<file path="src/rtl/osr_uart_rx_pkg.sv">
package osr_uart_rx_pkg;

  localparam int unsigned RX_MAX_W = 16;

  typedef enum logic [1:0] {
    ST_HUNT   = 2'd0,
    ST_START  = 2'd1,
    ST_FRAME  = 2'd2,
    ST_WAIT_HI = 2'd3
  } rx_state_e;

  // parity bit a transmitter places after the data for the chosen sense
  function automatic logic exp_parity(input logic [RX_MAX_W-1:0] d, input logic odd);
    return (^d) ^ odd;
  endfunction

  // slot index of the stop bit: slot 0 is the start bit, then data, then parity
  function automatic int unsigned stop_slot(input logic pen, input int unsigned dw);
    return dw + 1 + (pen ? 1 : 0);
  endfunction

endpackage

</file>
<file path="src/rtl/rx_sync.sv">
module rx_sync #(
  parameter int unsigned STAGES = 2
) (
  input  logic clk,
  input  logic rst_n,
  input  logic din,
  output logic dout
);
  logic [STAGES-1:0] chain;

  always_ff @(posedge clk or negedge rst_n) begin
    if (!rst_n) chain <= '1;
    else        chain <= {chain[STAGES-2:0], din};
  end

  assign dout = chain[STAGES-1];
endmodule

</file>
<file path="src/rtl/rx_tick_timer.sv">
module rx_tick_timer #(
  parameter int unsigned OSR = 16
) (
  input  logic clk,
  input  logic rst_n,
  input  logic restart,
  input  logic tick,
  output logic at_mid,
  output logic at_qual_end
);
  localparam int unsigned PH_W = $clog2(OSR);

  logic [PH_W-1:0] phase;

  always_ff @(posedge clk or negedge rst_n) begin
    if (!rst_n)       phase <= '0;
    else if (restart) phase <= PH_W'(1);
    else if (tick)    phase <= (phase == PH_W'(OSR-1)) ? '0 : phase + PH_W'(1);
  end

  assign at_mid      = (phase == PH_W'(OSR/2));
  assign at_qual_end = (phase == PH_W'(OSR/2 - 1));
endmodule

</file>
<file path="src/rtl/rx_shifter.sv">
module rx_shifter #(
  parameter int unsigned DATA_W = 8
) (
  input  logic              clk,
  input  logic              rst_n,
  input  logic              shift_en,
  input  logic              bit_in,
  output logic [DATA_W-1:0] word
);
  always_ff @(posedge clk or negedge rst_n) begin
    if (!rst_n)        word <= '0;
    else if (shift_en) word <= {bit_in, word[DATA_W-1:1]};
  end
endmodule

</file>
<file path="src/rtl/osr_uart_rx.sv">
module osr_uart_rx
  import osr_uart_rx_pkg::*;
#(
  parameter int unsigned DATA_W      = 8,
  parameter int unsigned OSR         = 16,
  parameter int unsigned SYNC_STAGES = 2
) (
  input  logic              clk,
  input  logic              rst_n,
  input  logic              smp_tick,
  input  logic              rxd,
  input  logic              par_en,
  input  logic              par_odd,
  output logic [DATA_W-1:0] rx_data,
  output logic              rx_valid,
  output logic              rx_perr,
  output logic              rx_ferr
);
  localparam int unsigned SLOT_W = $clog2(DATA_W + 3);
  localparam int unsigned LR_W   = $clog2(OSR + 1);

  rx_state_e st, st_nx;
  logic rx_s, at_mid, at_qual_end;
  logic [SLOT_W-1:0] slot;
  logic [DATA_W-1:0] word;
  logic pen_q, podd_q, par_bit_q;

  // named internal events
  logic hunt_edge, accept_evt, glitch_evt, bit_smp, data_smp, par_smp, stop_smp;

  rx_sync #(.STAGES(SYNC_STAGES)) u_sync (
    .clk(clk), .rst_n(rst_n), .din(rxd), .dout(rx_s)
  );

  rx_tick_timer #(.OSR(OSR)) u_timer (
    .clk(clk), .rst_n(rst_n), .restart(hunt_edge), .tick(smp_tick),
    .at_mid(at_mid), .at_qual_end(at_qual_end)
  );

  rx_shifter #(.DATA_W(DATA_W)) u_shift (
    .clk(clk), .rst_n(rst_n), .shift_en(data_smp), .bit_in(rx_s), .word(word)
  );

  assign hunt_edge  = (st == ST_HUNT)  && smp_tick && !rx_s;
  assign glitch_evt = (st == ST_START) && smp_tick && rx_s;
  assign accept_evt = (st == ST_START) && smp_tick && !rx_s && at_qual_end;
  assign bit_smp    = (st == ST_FRAME) && smp_tick && at_mid;
  assign data_smp   = bit_smp && (slot >= SLOT_W'(1)) && (slot <= SLOT_W'(DATA_W));
  assign par_smp    = bit_smp && pen_q && (slot == SLOT_W'(DATA_W + 1));
  assign stop_smp   = bit_smp && (slot == SLOT_W'(stop_slot(pen_q, DATA_W)));

  always_comb begin
    st_nx = st;
    unique case (st)
      ST_HUNT:    if (hunt_edge) st_nx = ST_START;
      ST_START:   if (glitch_evt) st_nx = ST_HUNT;
                  else if (accept_evt) st_nx = ST_FRAME;
      ST_FRAME:   if (stop_smp) st_nx = rx_s ? ST_HUNT : ST_WAIT_HI;
      ST_WAIT_HI: if (rx_s) st_nx = ST_HUNT;
      default:    st_nx = ST_HUNT;
    endcase
  end

  always_ff @(posedge clk or negedge rst_n) begin
    if (!rst_n) begin
      st        <= ST_HUNT;
      slot      <= '0;
      pen_q     <= 1'b0;
      podd_q    <= 1'b0;
      par_bit_q <= 1'b0;
    end else begin
      st <= st_nx;
      if (accept_evt) begin
        slot   <= '0;
        pen_q  <= par_en;
        podd_q <= par_odd;
      end else if (bit_smp) begin
        slot <= slot + SLOT_W'(1);
      end
      if (par_smp) par_bit_q <= rx_s;
    end
  end

  always_ff @(posedge clk or negedge rst_n) begin
    if (!rst_n) begin
      rx_valid <= 1'b0;
      rx_data  <= '0;
      rx_perr  <= 1'b0;
      rx_ferr  <= 1'b0;
    end else begin
      rx_valid <= stop_smp;
      if (stop_smp) begin
        rx_data <= word;
        rx_perr <= pen_q && (par_bit_q != exp_parity(RX_MAX_W'(word), podd_q));
        rx_ferr <= !rx_s;
      end
    end
  end

  // run of consecutive low ticks on the synchronized line, for the checks
  logic [LR_W-1:0] low_run;
  always_ff @(posedge clk or negedge rst_n) begin
    if (!rst_n) low_run <= '0;
    else if (smp_tick) begin
      if (rx_s) low_run <= '0;
      else if (low_run != LR_W'(OSR)) low_run <= low_run + LR_W'(1);
    end
  end

  a_r2_start_needs_run: assert property (@(posedge clk) disable iff (!rst_n)
    accept_evt |-> (low_run >= LR_W'(OSR/2 - 1)));

  a_r3_glitch_silent: assert property (@(posedge clk) disable iff (!rst_n)
    glitch_evt |=> !rx_valid);

  a_r4_valid_after_tick: assert property (@(posedge clk) disable iff (!rst_n)
    $rose(rx_valid) |-> $past(smp_tick));

  a_r5_one_clock: assert property (@(posedge clk) disable iff (!rst_n)
    rx_valid |=> !rx_valid);

  a_r7_ferr_waits: assert property (@(posedge clk) disable iff (!rst_n)
    (rx_valid && rx_ferr) |-> (st == ST_WAIT_HI));

  a_r7_no_rearm_low: assert property (@(posedge clk) disable iff (!rst_n)
    (st == ST_WAIT_HI && !rx_s) |=> (st == ST_WAIT_HI));

  a_r8_clean_rehunt: assert property (@(posedge clk) disable iff (!rst_n)
    (rx_valid && !rx_ferr) |-> (st == ST_HUNT));

endmodule

</file>
<file path="config.mk">
export PLATFORM = sky130hd
export DESIGN_NAME = osr_uart_rx
export DESIGN_NICKNAME = d
export VERILOG_FILES = /design/src/rtl/osr_uart_rx_pkg.sv /design/src/rtl/rx_sync.sv /design/src/rtl/rx_tick_timer.sv /design/src/rtl/rx_shifter.sv /design/src/rtl/osr_uart_rx.sv
export SDC_FILE = /design/constraint.sdc
export NUM_CORES = 1
export LEC_CHECK = 0
export ABC_CLOCK_PERIOD_IN_PS = 3100
export BUFFER_PORTS_ARGS = -buffer_cell sky130_fd_sc_hd__buf_2
export CORE_AREA = 2 2 67 69
export DETAILED_ROUTE_END_ITERATION = 6
export DIE_AREA = 0 0 69 71
export RECOVER_POWER = 50
export SLEW_MARGIN = 20
export SYNTH_ARGS = -nofsm -noshare
export SYNTH_HDL_FRONTEND = slang
export SYNTH_SLANG_ARGS = --single-unit
</file>
<file path="constraint.sdc">
create_clock -name clk -period 3.1 [get_ports clk]
set_clock_uncertainty 0.15 [all_clocks]
set_input_delay 0.62 -clock clk [delete_from_list [all_inputs] [get_ports clk]]
set_output_delay 0.62 -clock clk [all_outputs]
set_load 0.02 [all_outputs]
</file>
==> results of run 1 <==
logic make-up (layout without fill, tap and decap cells):
logic type / count (synthesis) / count (layout) / synth area share, %
adder cells (fa/ha/maj): 5 / 5 / 3.90
multiplexers: 19 / 19 / 13.3
AND/OR/NAND/NOR: 34 / 34 / 11.3
buffers and inverters: 10 / 30 / 2.73
AO/OA/AOI/OAI: 16 / 16 / 8.11
flip-flops: 34 / 34 / 53.2
XOR/XNOR: 12 / 12 / 7.41
cell usage in the layout, fill, tap and decap left out, drive strengths merged, types with 2 or more instances in the layout:
master,n
dfrtp,32
mux2,19
buf,15
nand2,8
inv,7
xnor2,7
clkbuf,7
nand3,5
nor2,5
ha,5
xor2,4
o21ai,4
nand2b,3
nor3,3
and2,2
a21oi,2
dfstp,2
critical path: stages, from the launching register on:
cell and delay [ns]:
dfrtp_1 0.41, inv_1 0.10, ha_1 0.14, and4b_1 0.35, nand2_2 0.10, a211oi_4 0.44
mux2_2 0.39
path summary, 6_finish.rpt:
check	to	slack, ns	depth (start not counted)
worst min-delay path	u_sync.chain[1]$_DFF_PN1_	0.21	0
worst min register to register	u_sync.chain[1]$_DFF_PN1_	0.21	0
worst max-delay path	u_shift.word[1]$_DFFE_PN0P_	0.91	6
worst max register to register	u_shift.word[1]$_DFFE_PN0P_	0.91	6
max in group asynchronous	u_timer.phase[1]$_DFFE_PN0P_	1.15	1
min in group asynchronous	rx_data[4]$_DFFE_PN0P_	0.64	1
final cells by class:
cell class / count / area, um2
Fill cell: 397 / 2360
Inverter: 7 / 26.3
Tap cell: 52 / 65.1
Multi-Input combinational cell: 86 / 707
Clock buffer: 6 / 82.6
Timing Repair Buffer: 16 / 78.8
Clock inverter: 1 / 30.0
Sequential cell: 34 / 853
sequential cells by signal (all words and copies together) (netlist names):
register       cells
rx_data            8
u_shift.word       8
slot               4
u_timer.phase      4
st                 2
u_sync.chain       2
par_bit_q          1
pen_q              1
podd_q             1
rx_ferr            1
rx_perr            1
rx_valid           1
power groups by stage:
stage | Combinational [mW] | Clock, mW | Sequential (mW)
floorplan | 0.183 | 0 | 0.557
global placement | 0.218 | 0 | 0.571
detailed placement | 0.227 | 0 | 0.578
CTS | 0.228 | 0.418 | 0.569
global route | 0.262 | 0.439 | 0.579
finish | 0.223 | 0.411 | 0.569
metrics by stage:
step | instances | setup slack [ns] | hold WS [ns]
floorplan | 130 | 1.16 | 0.174
global placement | 195 | 0.808 | 0.198
detailed placement | 195 | 0.775 | 0.200
finish | 202 | 0.905 | 0.210
global route | 202 | 0.760 | 0.217
CTS | 202 | 0.903 | 0.210
routing by layer:
layer,track usage (%),vias up,wire (um)
met5,0,-,0
li1,-,486,-
met4,4.79,0,38
met3,3.42,4,89
met1,15.9,487,1300
met2,19.9,14,1280
==> impl_metrics.toml, run 1 <==
[critical_path]
critPathMaxFanout = 8
startpoint_type = "flop"
path_class = "reg2reg"
required_ns = 3.12
rr_startpoint = "u_timer.phase[1]$_DFFE_PN0P_"
crit_arrival_ns = 2.21
crit_path_start = "u_timer.phase[1]$_DFFE_PN0P_"
critPathCaptureType = "flop"

[logic_synthesis]
syn_area_um2 = 1600
ys_ff_latch = 34
synth_nets = 141
synth_cells = 130
yosysTopAreaCell = "dfrtp_1"
yosysMostFrequentCell = "dfrtp_1"
synth_common_cells = "32 x dfrtp_1, 19 x mux2_2, 7 x inv_1, 7 x nand2_1, 7 x xnor2_1"
async_reset_ff_share_pct = 100
avgSynthCellArea_um2 = 12.3
ys_seq_area_share_pct = 53.2
synth.distinct_cells = 37
synth.area.top_cells = "dfrtp_1 50%, mux2_2 13%, ha_1 3.9%"
synth-main-ff-cell = "dfrtp_1"
synth_edf_count = 0
synth_warnings = 0
yosysTopAreaCellShare_pct = 49.9

[power_and_ir_drop]
p_leak_nw = 0.943
p_comb_share_pct = 18.5
p_seq_share_pct = 47.3
power_density_nw_per_um2 = 652
power.switching_mw = 0.336
ir_drop_mv = 0.398
power_mw = 1.20
sw_frac_of_total_pct = 28.0
internal_power_mw = 0.866
power_frac_clock_pct = 34.2

[clock_network]
cts_made_buffers = 5
clockBufferDepth = 2
cts_max_level = 2
cts_setup_buffers = 0
cts_tree = "yes"
cts.clk_slew.worst_paths_ns = 0.07
cts_resized = 0
cts_hold_buffers = 0
clock-sinks = 34
cts_root_buf = "clkbuf_8"
clk_latency_ns = 0.28

[detailed_routing]
vias = 991
drtAntennaViolNets = 0
wirelength_um = 2700
wl_per_cell_um = 13.4
avgViaCountPerCell = 4.91
drc = 0
drt_iter0_drc = 28
firstDrtPassIters = 4

[sta]
fin_crit_ns = 2.19
max_clock_freq_ghz = 0.456
hold_violations = 0
finalCritPeriodShare_pct = 70.8
relSlewSlack_pct = -16.8
maxSlewViolCount = 35
rsz0062_at_grt = "no"
worst_pin_slew_ns = 1.75
setup_viol = 0
fin_setup_tns_ns = 0

[place]
port_buffers = 16
finalWeightedCongestion = 0.814
dpl_cell_area_um2 = 1730
place_hpwl_um = 1930

[final_layout]
syn2layout_area_growth_pct = 14.9
stdcell_area_um2 = 1840
post_route_cells_drive_above_1_share_pct = 30.7
post-route-util_pct = 43.8
diodes = 0
nets = 161

[hold_path]
worstHoldStart = "u_sync.chain[0]$_DFF_PN1_"
hold_class = "reg2reg"

[floorplanning]
die_w_um = 69
dieArea_um2 = 4900
core_area_um2 = 4200
initial_core_util_pct = 38.2
die_h_um = 71
ios = 17
num_rows = 24

[run_status]
outcome = "complete, but fails checks"
violations = "capacitance limit, slew limit"

[job]
drv_cap = 1

[grt]
gr-total-overflow = 0
antenna_found_initial = 0
grt_pass1_vias = 1008
grt_pass1_wl_um = 4790
grt_max_degree = 35
grt_util_all_layers_pct = 12.3
No activity file was read; power rests on OpenSTA's default activity.
==> run 2, diff against run 1 <==
--- a/config.mk
+++ b/config.mk
@@ -5,7 +5,7 @@
 export SDC_FILE = /design/constraint.sdc
 export NUM_CORES = 1
 export LEC_CHECK = 0
-export ABC_CLOCK_PERIOD_IN_PS = 3100
+export ABC_CLOCK_PERIOD_IN_PS = 1900
 export BUFFER_PORTS_ARGS = -buffer_cell sky130_fd_sc_hd__buf_2
 export CORE_AREA = 2 2 67 69
 export DETAILED_ROUTE_END_ITERATION = 6
==> constraint.sdc (replaced) <==
create_clock -name clk -period 1.9 [get_ports clk]
set_clock_uncertainty 0.15 [all_clocks]
set_input_delay 0.38 -clock clk [delete_from_list [all_inputs] [get_ports clk]]
set_output_delay 0.38 -clock clk [all_outputs]
set_load 0.02 [all_outputs]
==> run 2 against run 1 <==
Net effect: the run ends with setup timing left; highest routed layer unchanged; register-to-register slack got worse by 0.91 ns; largest power group unchanged; flip-flop and latch count is the same; critical path depth increased by 1; clock power grew 94%; critical path type unchanged; first-iteration DRC count is 79% higher.
==> impl_metrics.toml, run 2 (same netlist as run 1, synthesis figures left out) <==
[final_layout]
fillerInstances = 381
reg.largest.list = "rx_data: 8 flops, u_shift.word: 8 flops"
nets = 181
syn2layout_area_growth_pct = 31.3
layout_common_cells = "32 x dfrtp_1, 16 x buf_4, 15 x buf_2"
final_common_cell = "dfrtp_1"
post-route-util_pct = 50.1
multiInputGateArea_um2 = 767
post_route_cells_drive_above_1_share_pct = 41.5
regArea_um2 = 853
diodes = 0

[clock_network]
clockBufferDepth = 2
cts.clk_slew.worst_paths_ns = 0.07
cts_max_level = 2
cts_made_buffers = 5
cts_tree = "yes"
cts_root_buf = "clkbuf_8"
clk_latency_ns = 0.28
clock-sinks = 34

[detailed_routing]
drc = 0
wirelength_um = 3070
drtAntennaViolNets = 0
wl_per_cell_um = 13.8
vias = 1116
avgViaCountPerCell = 5.00
firstDrtPassIters = 4
drt_iter0_drc = 50

[sta]
hold_violations = 0
fin_crit_ns = 1.90
setup_viol = 1
maxSlewViolCount = 0
worst_pin_slew_ns = 0.889
fin_ws_ns = -0.00376
relSlewSlack_pct = 40.7
fin_setup_tns_ns = -0.00376
rsz0062_at_grt = "yes"
finalCritPeriodShare_pct = 100
max_clock_freq_ghz = 0.525

[floorplanning]
ios = 17
initial_core_util_pct = 38.2
die_h_um = 71
core_area_um2 = 4200
num_rows = 24
dieArea_um2 = 4900
die_w_um = 69

[critical_path]
startpoint_type = "flop"
critPathMaxFanout = 8
required_ns = 1.92
critPathCaptureType = "flop"
rrSetupSlack_ns = -0.004
path_class = "reg2reg"
crit_arrival_ns = 1.92

[grt]
grt_pass1_vias = 1170
antenna_found_initial = 0
grt_pass1_wl_um = 5280
grt_util_all_layers_pct = 13.6
gr-total-overflow = 0
grt_max_degree = 19

[run_status]
outcome = "complete, but fails checks"
violations = "setup timing"

[power_and_ir_drop]
ir_drop_mv = 0.701
power_density_nw_per_um2 = 1070
power_mw = 2.26
p_leak_nw = 1.07

[place]
preCtsSetupSlack_ns = -0.0193
finalWeightedCongestion = 0.842
place_hpwl_um = 2290
port_buffers = 16

[job]
drv_cap = 0

[hold_path]
hold_class = "in2reg"
## run 2: cell types whose count changed in the layout (fill, tap and decap cells not counted), moves of 2 or more
cell | before | now
mux2_4 | 0 | 8
inv_1 | 7 | 5
buf_12 | 0 | 2
buf_4 | 0 | 16
mux2_2 | 19 | 11
inv_2 | 0 | 2
## run 2: through the flow
| step | std cells | hold slack (ns) | area, um2 |
|---|---|---|---|
| CTS | 221 | 0.0292 | 2050 |
| finish | 223 | 0.0453 | 2110 |
| detailed placement | 212 | 0.186 | 1900 |
| global route | 223 | 0.0225 | 2110 |
| global placement | 212 | 0.180 | 1900 |
| floorplan | 130 | -0.0656 | 1600 |
## run 2: power breakdown
part	internal [mW]	switching (mW)	total, mW
sequential	0.818	0.0815	0.900
combinational	0.292	0.269	0.561
clock	0.526	0.270	0.796
## run 2: path summary, 6_finish.rpt
kind                                         startpoint                           to  depth (start not counted)
max                        u_timer.phase[1]$_DFFE_PN0P_  u_shift.word[1]$_DFFE_PN0P_                          7
min                                                 rxd    u_sync.chain[0]$_DFF_PN1_                          1
max reg2reg                u_timer.phase[1]$_DFFE_PN0P_  u_shift.word[1]$_DFFE_PN0P_                          7
min reg2reg                   u_sync.chain[0]$_DFF_PN1_    u_sync.chain[1]$_DFF_PN1_                          0
max in group asynchronous                         rst_n           podd_q$_DFFE_PN0P_                          3
min in group asynchronous                         rst_n       rx_data[6]$_DFFE_PN0P_                          2
## run 2: repair_timing
item | CTS | global route
setup endpoints to repair | 2 | 21
hold buffers | 1 | 0
buffers inserted | 0 | 2
hold endpoints to repair | 14 | 0
gates resized for setup | 1 | 15
pin swaps | 0 | 3
## run 2: critical path, cell delays in order (launching register included)
cell and delay [ns]:
dfrtp_1 0.39, inv_2 0.08, ha_4 0.12, and4b_1 0.25, nand2_2 0.08, a211oi_4 0.24, buf_12 0.17, mux2_4 0.30
## run 2: layer usage
metal	GRT usage [%]	share of wire [%]
met2	22.2	48
met3	4.13	2.8
met5	0	0
met1	16.9	48
met4	5.23	0.94
## run 2: cell type report
cell class	instances	area share, %
inverter	7	1.25
clock inverter	3	3.27
sequential	34	40.5
timing repair buffer	36	12.2
tap	52	3.09
multi-input combinational	86	36.4
clock buffer	5	3.27
==> run 3, diff against run 2 <==
--- a/config.mk
+++ b/config.mk
@@ -7,9 +7,9 @@
 export LEC_CHECK = 0
 export ABC_CLOCK_PERIOD_IN_PS = 1900
 export BUFFER_PORTS_ARGS = -buffer_cell sky130_fd_sc_hd__buf_2
-export CORE_AREA = 2 2 67 69
+export CORE_AREA = 2 2 63 65
 export DETAILED_ROUTE_END_ITERATION = 6
-export DIE_AREA = 0 0 69 71
+export DIE_AREA = 0 0 65 67
 export RECOVER_POWER = 50
 export SLEW_MARGIN = 20
 export SYNTH_ARGS = -nofsm -noshare
==> run 3 against run 2 <==
Net effect: the run now ends clean; combinational power is 2% higher; flip-flop and latch count stayed put; routed wire length is 2.5% higher; clock-buffer cell count is 1 higher; first-iteration DRC count is 4.0% higher; worst setup slack better by 0.013 ns; core utilization is 7.6 points higher; die area is 11% lower; clock power is 31% lower; largest cell class unchanged; highest routed layer unchanged.
==> impl_metrics.toml, run 3 (same netlist as run 1, synthesis figures left out) <==
[sta]
relSlewSlack_pct = 45.7
maxSlewViolCount = 0
fin_crit_ns = 1.89
setup_viol = 0
finalCritPeriodShare_pct = 99.5
hold_violations = 0
worst_pin_slew_ns = 0.814
fin_setup_tns_ns = 0
max_clock_freq_ghz = 0.529
rsz0062_at_grt = "yes"
hold_ws_ns = 0.0397

[critical_path]
path_class = "reg2reg"
cp.depth = 7
required_ns = 1.92
crit_end = "u_shift.word[2]$_DFFE_PN0P_"
crit_path_start = "u_timer.phase[1]$_DFFE_PN0P_"
slowest_delay_ns = 0.40
critPathMaxFanout = 8
crit_arrival_ns = 1.91
rrSetupSlack_ns = 0.009
rr_worst_depth = 7
cp_top_family = "flip-flops"
startpoint_type = "flop"
cp.buffers_inverters = 2
worstPathCellList = "inv_2 > ha_4 > and4b_1 > nand2_2 > a211oi_4 > buf_12 > mux2_4"
slowest_stage = "dfrtp_1"
rr_startpoint = "u_timer.phase[1]$_DFFE_PN0P_"
r2r_end = "u_shift.word[2]$_DFFE_PN0P_"
critPathCaptureType = "flop"

[power_and_ir_drop]
sw_frac_of_total_pct = 30.7
power.switching_mw = 0.621
power_density_nw_per_um2 = 972
p_leak_nw = 1.06
ir_drop_mv = 0.592
internal_power_mw = 1.40
p_comb_share_pct = 28.3
power_mw = 2.02
p_seq_share_pct = 44.7
power_frac_clock_pct = 27.1

[clock_network]
cts_root_buf = "clkbuf_8"
cts_max_level = 2
cts_made_buffers = 5
clockBufferDepth = 2
cts_tree = "yes"
clk_latency_ns = 0.28
clock-sinks = 34
cts.clk_slew.worst_paths_ns = 0.07

[place]
port_buffers = 16
dpl_cell_area_um2 = 1840
place_hpwl_um = 2120
finalWeightedCongestion = 0.909
dp_cells = 205

[detailed_routing]
wl_per_cell_um = 14.4
drc = 0
drt_iter0_drc = 52
avgViaCountPerCell = 4.92
wl_met1_um = 1500
drtAntennaViolNets = 0
highest_layer = "met4"
wirelength_um = 3150
dr_wl_met2_um = 1490
vias = 1077
met3_length_um = 94
firstDrtPassIters = 3

[final_layout]
nets = 181
fillerInstances = 303
final_cell_count_no_fill = 219
post_route_cells_drive_above_1_share_pct = 43.3
reg.largest.list = "rx_data: 8 flops, u_shift.word: 8 flops"
diodes = 0
syn2layout_area_growth_pct = 29.6
layout_common_cells = "32 x dfrtp_1, 16 x buf_2, 14 x buf_4"
stdcell_area_um2 = 2080
multiInputGateArea_um2 = 791
regArea_um2 = 853
final_common_cell = "dfrtp_1"

[floorplanning]
num_rows = 22
core_area_um2 = 3610
dieArea_um2 = 4360
die_w_um = 65
initial_core_util_pct = 44.5
ios = 17
die_h_um = 67

[job]
drv_cap = 0

[grt]
grt_pass1_wl_um = 5290
grt_max_degree = 35
gr-total-overflow = 0
grt_pass1_vias = 1145
antenna_found_initial = 0
grt_util_all_layers_pct = 16.5

[hold_path]
hold_class = "in2reg"
hold_depth = 1

[run_status]
outcome = "complete, no violations"
## run 3: changes by cell type in the layout (fill, tap and decap cells not counted), sizes merged
| cell | change |
|---|---|
| clkinvlp | +1 |
| buf | +1 |
| bufinv | -2 |
## run 3: how the worst min path moves through the flow
stage / from / to / slack, ns
after floorplan: rst_n / par_bit_q$_DFFE_PN0P_ / -0.07
after global placement: u_sync.chain[0]$_DFF_PN1_ / u_sync.chain[1]$_DFF_PN1_ / 0.20
after detailed placement: u_sync.chain[0]$_DFF_PN1_ / u_sync.chain[1]$_DFF_PN1_ / 0.20
after CTS: rxd / u_sync.chain[0]$_DFF_PN1_ / 0.03
after global routing: rxd / u_sync.chain[0]$_DFF_PN1_ / 0.03
final: rxd / u_sync.chain[0]$_DFF_PN1_ / 0.04
## run 3: power by group through the flow
stage	registers (mW)	clock network [mW]	logic, mW
2_1_floorplan	0.909	0	0.299
3_5_place_dp	0.909	0	0.481
3_3_place_gp	0.904	0	0.465
6_report	0.903	0.548	0.571
5_1_grt	0.920	0.609	0.647
4_1_cts	0.896	0.569	0.504
## run 3: final cells by class
cell class	instances	area share, %
Clock buffer	6	3.97
Clock inverter	2	0.602
Inverter	7	1.26
Multi-Input combinational cell	86	38.0
Sequential cell	34	41.0
Tap cell	48	2.89
Timing Repair Buffer	36	12.2
## run 3: through the flow
stage / setup slack (ns) / utilization (%)
after global routing: -0.0776 / 57.7
final: 0.00916 / 57.7
after global placement: 0.0384 / 51.1
after CTS: -0.0160 / 54.4
after detailed placement: -0.00763 / 51.1
after floorplan: -0.00674 / -
## run 3: layer usage
metal,global-route usage [%],vias up
met4,7.71,0
met5,0,-
li1,-,525
met2,27.3,15
met1,19.8,531
met3,4.56,6
## run 3: worst register-to-register path: stages, from the launching register on
cell and delay [ns]:
dfrtp_1 0.40, inv_2 0.09, ha_4 0.12, and4b_1 0.25
nand2_2 0.08, a211oi_4 0.20, buf_12 0.18, mux2_4 0.31
## run 3: what timing repair did
action,CTS,global route
hold endpoints to repair,32,0
buffers inserted,1,3
hold buffers,1,0
resized for setup,1,23
pin swaps,1,4
setup endpoints to repair,10,21
gates cloned,0,1
